$ cat config.mk
export PLATFORM = sky130hd
export DESIGN_NAME = qspi_serial_engine
export DESIGN_NICKNAME = d
export VERILOG_FILES = /design/src/rtl/qspi_pkg.sv /design/src/rtl/qspi_cfg_regs.sv /design/src/rtl/qspi_clkdiv.sv /design/src/rtl/qspi_shifter.sv /design/src/rtl/qspi_serial_engine.sv
export SDC_FILE = /design/constraint.sdc
export NUM_CORES = 1
export LEC_CHECK = 0
export BUFFER_PORTS_ARGS = -buffer_cell sky130_fd_sc_hd__buf_2
export CELL_PAD_IN_SITES_DETAIL_PLACEMENT = 0
export CELL_PAD_IN_SITES_GLOBAL_PLACEMENT = 1
export CORE_AREA = 2 2 160 123
export CTS_CLUSTER_DIAMETER = 200
export CTS_CLUSTER_SIZE = 25
export DETAILED_ROUTE_END_ITERATION = 12
export DIE_AREA = 0 0 162 125
export PLACE_DENSITY_LB_ADDON = 0.1
export SYNTH_ARGS = -nofsm -noshare
export SYNTH_HDL_FRONTEND = slang
export SYNTH_SLANG_ARGS = --single-unit
$ cat constraint.sdc
create_clock -name clk -period 4 [get_ports clk]
set_input_delay 0.8 -clock clk [delete_from_list [all_inputs] [get_ports clk]]
set_output_delay 0.8 -clock clk [all_outputs]
set_load 0.05 [all_outputs]
$ cat src/rtl/qspi_pkg.sv
package qspi_pkg;
  localparam int REG_W        = 32;
  localparam int CB_MASTER    = 0;
  localparam int CB_CPOL      = 1;
  localparam int CB_CPHA      = 2;
  localparam int CB_DIV_LO    = 3;
  localparam int CB_WID_LO    = 6;
  localparam int CB_CS_LEVEL  = 10;
  localparam int CB_CS_MANUAL = 14;
  localparam int CB_START_MAN = 15;
  localparam int CB_START_GO  = 16;

  typedef enum logic [1:0] {
    ST_IDLE  = 2'd0,
    ST_SHIFT = 2'd1,
    ST_PUSH  = 2'd2
  } eng_state_t;
endpackage

$ cat src/rtl/qspi_cfg_regs.sv
module qspi_cfg_regs
  import qspi_pkg::*;
(
  input  logic             clk,
  input  logic             rst_n,
  input  logic             reg_we,
  input  logic             reg_addr,
  input  logic [REG_W-1:0] reg_wdata,
  output logic [REG_W-1:0] reg_rdata,
  output logic [REG_W-1:0] cfg_q,
  output logic             en_q,
  output logic             start_req
);
  localparam logic [REG_W-1:0] GO_MASK = REG_W'(1) << CB_START_GO;

  always_ff @(posedge clk or negedge rst_n) begin
    if (!rst_n) begin
      cfg_q <= '0;
      en_q  <= 1'b0;
    end else if (reg_we) begin
      if (!reg_addr) cfg_q <= reg_wdata & ~GO_MASK;
      else           en_q  <= reg_wdata[0];
    end
  end

  // launch request: manual-start write that also carries the go bit
  assign start_req = reg_we & ~reg_addr & reg_wdata[CB_START_MAN] & reg_wdata[CB_START_GO];
  assign reg_rdata = reg_addr ? {{(REG_W-1){1'b0}}, en_q} : cfg_q;
endmodule

$ cat src/rtl/qspi_clkdiv.sv
module qspi_clkdiv #(
  parameter int CODE_W = 3
) (
  input  logic              clk,
  input  logic              rst_n,
  input  logic              run,
  input  logic [CODE_W-1:0] code,
  output logic              tick
);
  localparam int CNT_W = (1 << CODE_W) - 1;

  logic [CNT_W-1:0] cnt_q;
  logic [CNT_W-1:0] limit;

  assign limit = CNT_W'((32'd1 << code) - 32'd1);
  assign tick  = run && (cnt_q == limit);

  always_ff @(posedge clk or negedge rst_n) begin
    if (!rst_n)            cnt_q <= '0;
    else if (!run || tick) cnt_q <= '0;
    else                   cnt_q <= cnt_q + CNT_W'(1);
  end
endmodule

$ cat src/rtl/qspi_shifter.sv
module qspi_shifter
  import qspi_pkg::*;
#(
  parameter int WORD_W = 32,
  parameter int CODE_W = 3
) (
  input  logic              clk,
  input  logic              rst_n,
  input  logic              go,
  input  logic              cpol,
  input  logic              cpha,
  input  logic [CODE_W-1:0] code_in,
  input  logic              tick,
  input  logic              tx_valid,
  output logic              tx_ready,
  input  logic [WORD_W-1:0] tx_data,
  output logic              rx_valid,
  input  logic              rx_ready,
  output logic [WORD_W-1:0] rx_data,
  input  logic              miso,
  output logic              mosi,
  output logic              sclk,
  output logic [CODE_W-1:0] code_q,
  output logic              busy,
  output logic              idle,
  output logic              pop
);
  localparam int EDGES  = 2 * WORD_W;
  localparam int EDGE_W = $clog2(EDGES);
  localparam logic [EDGE_W-1:0] LAST_EDGE = EDGE_W'(EDGES - 1);

  eng_state_t        state_q;
  logic              cpol_q, cpha_q;
  logic [EDGE_W-1:0] edge_q;
  logic [WORD_W-1:0] tx_sh, rx_sh, rx_q, rx_nxt;
  logic              lead, out_edge;

  assign idle     = (state_q == ST_IDLE);
  assign busy     = (state_q == ST_SHIFT);
  assign rx_valid = (state_q == ST_PUSH);
  assign rx_data  = rx_q;
  assign tx_ready = idle & go;
  assign pop      = tx_ready & tx_valid;

  // even edge index = leading edge; the launch edge depends on phase
  assign lead     = ~edge_q[0];
  assign out_edge = (lead == cpha_q);
  assign rx_nxt   = (tick && !out_edge) ? {rx_sh[WORD_W-2:0], miso} : rx_sh;

  always_ff @(posedge clk or negedge rst_n) begin
    if (!rst_n) begin
      state_q <= ST_IDLE;
      cpol_q  <= 1'b0;
      cpha_q  <= 1'b0;
      code_q  <= '0;
      edge_q  <= '0;
      tx_sh   <= '0;
      rx_sh   <= '0;
      rx_q    <= '0;
      sclk    <= 1'b0;
      mosi    <= 1'b0;
    end else begin
      unique case (state_q)
        ST_IDLE: begin
          sclk <= cpol;
          if (pop) begin
            state_q <= ST_SHIFT;
            cpol_q  <= cpol;
            cpha_q  <= cpha;
            code_q  <= code_in;
            edge_q  <= '0;
            rx_sh   <= '0;
            if (cpha) begin
              tx_sh <= tx_data;
            end else begin
              tx_sh <= tx_data << 1;
              mosi  <= tx_data[WORD_W-1];
            end
          end
        end
        ST_SHIFT: begin
          rx_sh <= rx_nxt;
          if (tick) begin
            sclk   <= ~sclk;
            edge_q <= edge_q + EDGE_W'(1);
            if (out_edge) begin
              mosi  <= tx_sh[WORD_W-1];
              tx_sh <= tx_sh << 1;
            end
            if (edge_q == LAST_EDGE) begin
              rx_q    <= rx_nxt;
              state_q <= ST_PUSH;
            end
          end
        end
        ST_PUSH: begin
          if (rx_ready) state_q <= ST_IDLE;
        end
        default: state_q <= ST_IDLE;
      endcase
    end
  end
endmodule

$ cat src/rtl/qspi_serial_engine.sv
module qspi_serial_engine
  import qspi_pkg::*;
#(
  parameter int WORD_W = 32,
  parameter int CODE_W = 3
) (
  input  logic              clk,
  input  logic              rst_n,
  input  logic              reg_we,
  input  logic              reg_addr,
  input  logic [31:0]       reg_wdata,
  output logic [31:0]       reg_rdata,
  input  logic              tx_valid,
  output logic              tx_ready,
  input  logic [WORD_W-1:0] tx_data,
  output logic              rx_valid,
  input  logic              rx_ready,
  output logic [WORD_W-1:0] rx_data,
  output logic              sclk,
  output logic              cs_n,
  output logic              mosi,
  input  logic              miso
);
  logic [REG_W-1:0]  cfg_q;
  logic              en_q, start_req;
  logic              busy, idle, pop, tick, armed_q, go, width_ok;
  logic [CODE_W-1:0] code_q;

  qspi_cfg_regs u_regs (
    .clk(clk), .rst_n(rst_n), .reg_we(reg_we), .reg_addr(reg_addr),
    .reg_wdata(reg_wdata), .reg_rdata(reg_rdata), .cfg_q(cfg_q),
    .en_q(en_q), .start_req(start_req)
  );

  assign width_ok = (cfg_q[CB_WID_LO +: 2] == 2'b11);
  assign go = en_q & cfg_q[CB_MASTER] & width_ok & (~cfg_q[CB_START_MAN] | armed_q);

  // manual start: armed by a launch write, disarmed once idle with nothing offered
  always_ff @(posedge clk or negedge rst_n) begin
    if (!rst_n)                   armed_q <= 1'b0;
    else if (start_req)           armed_q <= 1'b1;
    else if (!cfg_q[CB_START_MAN]) armed_q <= 1'b0;
    else if (idle && !tx_valid)   armed_q <= 1'b0;
  end

  always_ff @(posedge clk or negedge rst_n) begin
    if (!rst_n)                    cs_n <= 1'b1;
    else if (cfg_q[CB_CS_MANUAL])  cs_n <= cfg_q[CB_CS_LEVEL];
    else                           cs_n <= ~(busy | pop);
  end

  qspi_clkdiv #(.CODE_W(CODE_W)) u_div (
    .clk(clk), .rst_n(rst_n), .run(busy), .code(code_q), .tick(tick)
  );

  qspi_shifter #(.WORD_W(WORD_W), .CODE_W(CODE_W)) u_shift (
    .clk(clk), .rst_n(rst_n), .go(go),
    .cpol(cfg_q[CB_CPOL]), .cpha(cfg_q[CB_CPHA]),
    .code_in(cfg_q[CB_DIV_LO +: CODE_W]), .tick(tick),
    .tx_valid(tx_valid), .tx_ready(tx_ready), .tx_data(tx_data),
    .rx_valid(rx_valid), .rx_ready(rx_ready), .rx_data(rx_data),
    .miso(miso), .mosi(mosi), .sclk(sclk), .code_q(code_q),
    .busy(busy), .idle(idle), .pop(pop)
  );
endmodule

Yosys cells after proc, flatten, opt, wreduce, memory -nomap -nowiden. Cells that the tools add are included.

Muxes and demuxes: 29. Reduce and logical (&&, ||, !) cells: 19. Shifts and indexed selects: 1. Eq/ne operators: 13. Bitwise gates (word level): 15. $add $sub $neg: 3.

Operator list (number): 32-bit 2-to-1 mux (7); 32-bit one-hot mux with 2 select lines (2); 6-bit 2-to-1 mux (2); 6-bit one-hot mux with 2 select lines (1); 2-bit by 1-bit != test with 1-bit output, second input constant (5); 2-bit AND reduction (5); 1-bit 2-to-1 mux (9); 1-bit bitwise AND (8); 2-bit 2-to-1 mux (4); 4-bit AND reduction (2); 7-bit by 1-bit adder with 7-bit output, second input constant (1); 7-bit == test (1); 7-bit 2-to-1 mux (1); 1-bit by 3-bit << shifter with 7-bit output, first input constant (1); 7-bit by 1-bit subtractor with 7-bit output, second input constant (1); 6-bit by 1-bit adder with 6-bit output, second input constant (1); 6-bit == test, second input constant (1); 2-bit one-hot mux with 3 select lines (1); 3-bit AND reduction (2); 1-bit NOT (5); 5-bit AND reduction (1); 2-bit == test, second input constant (2); 1-bit one-hot mux with 2 select lines (2); 1-bit logical AND (3); other kinds (9) (12).

Flip-flop bits (word level): 151. Word-level logic and storage cells: 94. Output and inout port bits: 69.

Depth between registers and ports, before layout. Gate-level depths: netlist of the first run.

Depth after elaboration: 8. Gate-level depth with buffers: 13.

Modules after synthesis. A second synthesis of the first run with hierarchy kept.

Cells, all modules: 746. Area, all modules: 7936.4 µm².

Modules (own cells, without submodules): qspi_shifter (cells an instance 575, instances 1, sequential area each 2752.6 µm², area each 5746.8 µm²); qspi_cfg_regs (cells an instance 108, instances 1, sequential area each 800.8 µm², area each 1589.0 µm²); qspi_clkdiv (cells an instance 54, instances 1, sequential area each 175.2 µm², area each 508.0 µm²); qspi_serial_engine (cells an instance 9, instances 1, sequential area each 51.3 µm², area each 92.6 µm²).

Worst setup path before layout of the first run. OpenSTA, ideal clock, no wires.

Path type: reg2reg. Start: register u_shift.code_q[1]. End: register u_shift.rx_sh[10]. Data arrival time: 2.883 ns. Required time: 3.879 ns. Cell stages (with the launch flop): 12. Clock period less this slack: 3.004 ns. Path slack: 0.996 ns. Setup time: 0.121 ns. Path through: dfrtp_1 > buf_6 > or3_2 > ha_1 > buf_2 > or4_1 > o211ai_2 > nand3_1 > a311oi_4 > o21ai_4 > buf_6 > a22o_1.

Longest elaborated chain between the ends: 7.

Ends and longest elaborated chain: start: declaration (RTL line qspi_shifter.sv:23) `output logic [CODE_W-1:0] code_q,`; start signal: assignment (RTL line qspi_shifter.sv:70) `code_q <= code_in;`; 1-bit by 3-bit << shifter with 7-bit output (RTL line qspi_clkdiv.sv:15) `assign limit = CNT_W'((32'd1 << code) - 32'd1);`; 7-bit by 1-bit subtractor with 7-bit output (RTL line qspi_clkdiv.sv:15); 7-bit == test (RTL line qspi_clkdiv.sv:16) `assign tick = run && (cnt_q == limit);`; 1-bit logical AND (RTL line qspi_clkdiv.sv:16); 1-bit logical AND (RTL line qspi_shifter.sv:48) `assign rx_nxt = (tick && !out_edge) ? {rx_sh[WORD_W-2:0], miso} : rx_sh;`; 32-bit 2-to-1 mux (RTL line qspi_shifter.sv:48); 32-bit one-hot mux with 2 select lines (RTL line qspi_shifter.sv:63) `unique case (state_q)`; end signal: assignment (RTL line qspi_shifter.sv:82) `rx_sh <= rx_nxt;`; end: declaration (RTL line qspi_shifter.sv:35) `logic [WORD_W-1:0] tx_sh, rx_sh, rx_q, rx_nxt;`.

No other way between the ends. A chain may end at the register's enable or synchronous reset.

Final worst setup path of the first run.
Start: register u_shift.code_q[1]. End: register u_shift.rx_sh[21].

Same word-level chain as after synthesis.

==> metrics.md, run 1 <==
| Metric | Value |
|---|---|
| Antenna cells | 0 |
| I/O pin total | 140 |
| Total setup buffers inserted after CTS | 0 |
| Crit path time final | ~3300 ps |
| Max Cap Viol | 0 |
| Post-Route WL | 16900 um |
| DIE WIDTH | between 150 and 200 um |
| DR vias | between 5000 and 6000 |
| EDFF count, synth | 0 |
| Worst skew pair latency | 420 ps |
| Slew HR | 0.4438 |
| Core area | ~19000 um^2 |
| Routed len/inst | 16.30 um |
| Main synth FF type | dfrtp_1 |
| Static leakage | between 3 and 4 nW |
| CTS tree | yes |
| Endpoints failing setup | 0 |
| Die area | between 20000 and 25000 um^2 |
| Setup WS pre-CTS | 700.7 ps |
| Vias in the first global route | 5464 |
| HP Class | in2async |
| CTS H-Tree Depth | 4 |
| Synth Net Count | approximately 730 |
| DRT iter0 DRCs | about 230 |
| # rows | 44 |
| Hold_buf cts | 0 |
| Post-layout net count | 845 |
| CP Class | reg2reg |
| CTS sink count | 151 |
| DP Area | ~8000 um^2 |
| CP Capture Type | flip-flop |
| Sequential fraction of the synthesis area | 0.5254 |
| Status | finished clean |
| Clock Skews | between 10 and 15 ps |
| Drt via density | 5.258 |
| Chip height | 125 um |
| Area Growth Syn to Fin | 20.26% |
| First-pass GRT wire length | 28350 um |
| Most numerous cell in the Yosys netlist | dfrtp_1 |
| Final routed DRC violation total | 0 |
| Final Max Slew Viols | 0 |
| Synth top area share | 0.5217 |
| Syn Std Cell Area | about 7200 um^2 |
| Final Wtd Congestion | 0.7582 |
| Yosys cell types | 58 |
| Tot GR Track Use | 0.1722 |
| Maximum fanout along the worst path | 41 |
| Arr. time, crit path | 3640 ps |
| Remaining global-route overflow | 0 |
| Largest area contributor in the netlist | dfrtp_1 |
| Share of synthesized registers carrying an async set or reset | 1.000 |
| Largest net degree at the start of global routing | 88 |
| TritonRoute pass-1 iters | 5 |
| Post-cts resize count | 0 |
| Clock Pin Slew Worst Setup and Hold Paths | 60 ps |
| Crit share post-route | 0.8214 |
| CTS root buffer | clkbuf_16 |
| Synthesized instance count | 657 |
| Overall power | 0.005451 W |
| Yosys Warn Count | 0 |
| Clock tree buffer depth | 2 |
| Crit start category | flip-flop |
| Largest cells by area after synthesis | dfrtp_1 52%, mux2_2 10%, nand2_1 4.1% |
| F_max | 0.3044 GHz |
| Setup TNS | 0 ps |
| IO Port Bufs | 138 |
| Final hold vios | 0 |
| Final Worst Setup Slack | 714.5 ps |
| Synth top cells by count | 150 x dfrtp_1, 79 x nand2_1, 67 x mux2_2 |
| Synth Area per Inst | 10.95 um^2 |
| Pwr Density | roughly 630 nW/um^2 |
| Critical Path RT | 4350 ps |
| Antenna violations before repair | 1 |
| Peak supply drop | 0.3009 mV |
| Final Cell Area | between 8000 and 9000 um^2 |
| Layout cells sized above 1 | 0.3393 |
| Antenna Nets Post-Route | 0 |
| DP HPWL | 10910 um |
| Total CTS buffers | 17 |
| Slew of the pin with the lowest slew margin | between 800 and 900 ps |
| RSZ-0062 raised after global routing | false |
| Starting Density | 0.3821 |
| Synth Register Bits | roughly 150 |
layer usage:
layer,global-route usage,part of all wire,vias to the layer above
li1,-,-,2603
met1,0.2475,0.50,2712
met2,0.2503,0.43,125
met3,0.06138,0.065,13
met4,0.03852,0.0098,0
met5,0,0,-
layout make-up:
| type | count | area (um^2) |
|---|---|---|
| multi-input cells | 446 | 3136 |
| repair buffers | 149 | 792.0 |
| clock inverters | 8 | 123.9 |
| flip-flops and latches | 151 | 3780 |
| well taps | 253 | 316.6 |
| fillers | 1809 | 10180 |
| inverters | 6 | 22.52 |
| clock buffers | 24 | 481.7 |
logic make-up after synthesis:
| kind of cell | share of synthesized area |
|---|---|
| xor+xnor | 0.01096 |
| other cells | 0.0005212 |
| buf+inv | 0.04331 |
| flops | 0.5254 |
| compound gates | 0.1784 |
| mux | 0.1049 |
| fa+ha+maj | 0.005218 |
| simple gates | 0.1313 |
per-stage QoR:
step	hold WS (ps)	std cells	util
after floorplan	418.4	657	-
after global placement	445.7	1005	0.4274
after detailed placement	453.7	1005	0.4274
after CTS	463.9	1037	0.4595
after global routing	489.3	1037	0.4595
final	417.2	1037	0.4595
registers in the layout, summed over array words and instances, names as in the netlist:
name,flops
u_shift.code_q,3
u_shift.tx_sh,32
u_shift.state_q,2
u_shift.edge_q,6
armed_q,1
u_regs.cfg_q,31
u_shift.mosi,1
u_shift.rx_sh,32
cs_n,1
u_div.cnt_q,7
u_regs.en_q,1
u_shift.sclk,1
u_shift.cpha_q,1
u_shift.rx_data,32
critical path: stages (launching register included):
cell and delay [ps]:
dfrtp_1 510, or3_2 510, ha_1 310, xnor2_1 170, nor4_1 370, o21a_2 270
o311ai_4 110, buf_4 280, nor2b_2 150, buf_4 320, a22o_1 210
worst paths after layout:
path	startpoint	to	slack [ps]	cells after the start
max reg2reg	u_shift.code_q[1]$_DFFE_PN0P_	u_shift.rx_sh[21]$_DFFE_PN0P_	710	10
min	rst_n	u_regs.cfg_q[25]$_DFFE_PN0P_	420	1
max in group asynchronous	rst_n	u_regs.cfg_q[6]$_DFFE_PN0P_	2690	2
max	u_shift.code_q[1]$_DFFE_PN0P_	u_shift.rx_sh[21]$_DFFE_PN0P_	710	10
min reg2reg	u_regs.cfg_q[14]$_DFFE_PN0P_	cs_n$_DFF_PN1_	460	1
min in group clk	u_regs.cfg_q[14]$_DFFE_PN0P_	cs_n$_DFF_PN1_	460	1
where the power goes:
group | switching (W) | internal (W)
sequential | 0.000208 | 0.00180
clock | 0.000623 | 0.00103
combinational | 0.00107 | 0.000723
layout by cell type (no fill, tap or decap), types with 5 or more instances in the layout:
| cell | Yosys | layout |
|---|---|---|
| and3_1 | 6 | 6 |
| o21ai_0 | 8 | 8 |
| nand3_1 | 10 | 10 |
| dfrtp_1 | 150 | 150 |
| a2bb2oi_1 | 32 | 32 |
| nor2b_1 | 33 | 30 |
| nand2_1 | 79 | 79 |
| a22o_1 | 30 | 30 |
| inv_1 | 6 | 6 |
| mux2_2 | 67 | 67 |
| o22ai_1 | 32 | 32 |
| a31oi_1 | 35 | 35 |
| xnor2_1 | 6 | 6 |
| buf_4 | 1 | 10 |
| clkbuf_16 | 0 | 17 |
| buf_2 | 18 | 137 |
| nor2_1 | 47 | 46 |
| or3_1 | 5 | 5 |
| a21oi_1 | 5 | 5 |
Power figures use the tool's default switching activity.
==> run 2: changes to the inputs <==
==> constraint.sdc (replaced) <==
create_clock -name clk -period 3.35 [get_ports clk]
set_input_delay 0.67 -clock clk [delete_from_list [all_inputs] [get_ports clk]]
set_output_delay 0.67 -clock clk [all_outputs]
set_load 0.05 [all_outputs]
==> run 2 against run 1 <==
Core utilization hardly changed. Largest cell class unchanged. First-iteration DRC count is 63% higher. Clock-buffer cell count is 4 lower. Power is 19% higher. Non-clock buffer count is 5 higher. Clock skew is 1.4 ps lower. Combinational power is 26% higher. Highest routed layer unchanged. Critical path depth is 1 lower.
==> metrics.md, run 2 (synthesis gave the netlist of run 1 again) <==
| Metric | Value |
|---|---|
| Vias in the first global route | 5646 |
| Static leakage | 3.901 nW |
| DP HPWL | 11140 um |
| Total CTS buffers | 17 |
| RR Startpoint | u_shift.code_q[0]$_DFFE_PN0P_ |
| HP Class | in2async |
| IO Port Bufs | 138 |
| DRT iter0 DRCs | between 300 and 400 |
| Drt via density | 5.354 |
| DP Cell Count | just over 1000 |
| Arr. time, crit path | 3400 ps |
| Antenna violations before repair | 0 |
| TritonRoute pass-1 iters | 4 |
| Remaining global-route overflow | 0 |
| Critical Path RT | roughly 3700 ps |
| Clock Skews | 9.432 ps |
| Worst setup path start | u_shift.code_q[0]$_DFFE_PN0P_ |
| Post-layout net count | 850 |
| Total setup buffers inserted after CTS | 0 |
| GRT Max-Usage Layer | met2 |
| Crit share post-route | 0.9127 |
| Area Growth Syn to Fin | 20.38% |
| I/O pin total | 140 |
| Tot GR Track Use | 0.1796 |
| Status | finished clean |
| Comb power frac | 0.349 |
| Starting Density | 0.3821 |
| R2R cell count | 9 |
| Layout cells sized above 1 | 0.3439 |
| Slew HR | 0.3573 |
| Slew of the pin with the lowest slew margin | 960.5 ps |
| Routed len/inst | 16.92 um |
| CTS H-Tree Depth | 4 |
| Antenna cells | 0 |
| Final Max Slew Viols | 0 |
| Pwr Density | between 700 and 800 nW/um^2 |
| P_sw | ~0.0023 W |
| Fin Hold WS | 217.0 ps |
| CP Capture Type | flip-flop |
| Cell internal pwr | 0.004137 W |
| Multi-input gate area | 3136 um^2 |
| DR vias | ~5600 |
| Final routed DRC violation total | 0 |
| Die area | slightly above 20000 um^2 |
| Max Cap Viol | 0 |
| Clock Pin Slew Worst Setup and Hold Paths | 60 ps |
| Setup TNS | 0 ps |
| Flop pwr share | 0.364 |
| Crit path time final | 3057 ps |
| Sequential cell area | ~3800 um^2 |
| Final hold vios | 0 |
| Global-route met3 utilization | 0.05939 |
| CP Class | reg2reg |
| Finished Layout Cells | about 1000 |
| Post-Route WL | roughly 18000 um |
| Clk pwr share | 0.287 |
| First-pass GRT wire length | 29320 um |
| F_max | 0.3271 GHz |
| CTS tree | yes |
| Commonest non-fill, non-tap cell in the layout | dfrtp_1 |
| Chip height | between 100 and 150 um |
| Worst skew pair latency | about 430 ps |
| # fillers | 1771 |
| Met2 GRT Util | 0.2661 |
| Core area | 18830 um^2 |
| Hold_buf cts | 0 |
| Peak supply drop | between 0.3 and 0.4 mV |
| Sw Ratio | 0.3603 |
| Antenna Nets Post-Route | 0 |
| Final Wtd Congestion | between 0.7 and 0.8 |
| Routing usage on met1 | 0.2527 |
| CTS root buffer | clkbuf_16 |
| # rows | 44 |
| Post-cts resize count | 0 |
| Largest net degree at the start of global routing | 68 |
| Endpoints failing setup | 0 |
| DIE WIDTH | 162 um |
| Maximum fanout along the worst path | 32 |
| CTS sink count | about 150 |
| Crit start category | flip-flop |
| Most frequent cells in the layout | 150 x dfrtp_1, 137 x buf_2, 79 x nand2_1, 67 x mux2_2, 46 x nor2_1 |
| Clock tree buffer depth | 2 |
| RSZ-0062 raised after global routing | false |
==> run 2: changes by cell type in the layout (fill, tap and decap cells not counted) <==
cell	before	now
buf_4	10	14
clkinvlp_4	2	6
clkbuf_8	3	0
buf_12	1	2
bufinv_16	3	2
clkbuf_1	4	3
clkinv_2	2	1
clkinv_4	0	1
==> run 2: routing by layer <==
layer / part of all wire / wire (um)
met5: 0 / 0
met3: 0.065 / 1143
met4: 0.012 / 205
met1: 0.49 / 8551
met2: 0.44 / 7712
==> run 2: worst paths after layout <==
| kind | endpoint | slack (ps) |
|---|---|---|
| setup / recovery | u_shift.rx_data[24]$_DFFE_PN0P_ | 290 |
| hold / removal | u_regs.cfg_q[29]$_DFFE_PN0P_ | 220 |
| setup reg to reg | u_shift.rx_data[24]$_DFFE_PN0P_ | 290 |
| hold reg to reg | cs_n$_DFF_PN1_ | 460 |
| max in group asynchronous | u_shift.rx_data[28]$_DFFE_PN0P_ | 2330 |
| min in group clk | u_regs.cfg_q[10]$_DFFE_PN0P_ | 450 |
==> run 2: worst max-delay path, stage by stage, from the launching register on <==
cell and delay [ps]:
dfrtp_1 370, or3_2 480, ha_1 310, or4_1 440, o211ai_2 90, nand3_1 180
a311oi_4 390, buf_4 420, nand2_1 100, a31oi_1 180
==> run 2: area by class of cell <==
type	count	area share
clock buffer	20	0.05042
clock inverter	11	0.01474
inverter	6	0.002600
multi-input combinational	446	0.3620
sequential	151	0.4364
tap	253	0.03655
timing repair buffer	154	0.09723
==> run 2: power by group through the flow <==
stage               registers [W]  clock network (W)  logic (W)
floorplan                 0.00238                  0    0.00173
global route              0.00240            0.00197    0.00247
CTS                       0.00235            0.00190    0.00226
finish                    0.00235            0.00186    0.00225
global placement          0.00237                  0    0.00222
detailed placement        0.00238                  0    0.00226
==> run 2: per-stage QoR <==
step           setup slack (ps)  power, W  cell area [um^2]    util
6_report                  292.5  0.006466              8661  0.4600
5_1_grt                   40.48  0.006842              8661  0.4600
4_1_cts                   298.4  0.006516              8661  0.4600
3_5_place_dp              317.7  0.004635              8097  0.4300
3_3_place_gp              367.0  0.004586              8097  0.4300
2_1_floorplan             346.0  0.004111              7194       -
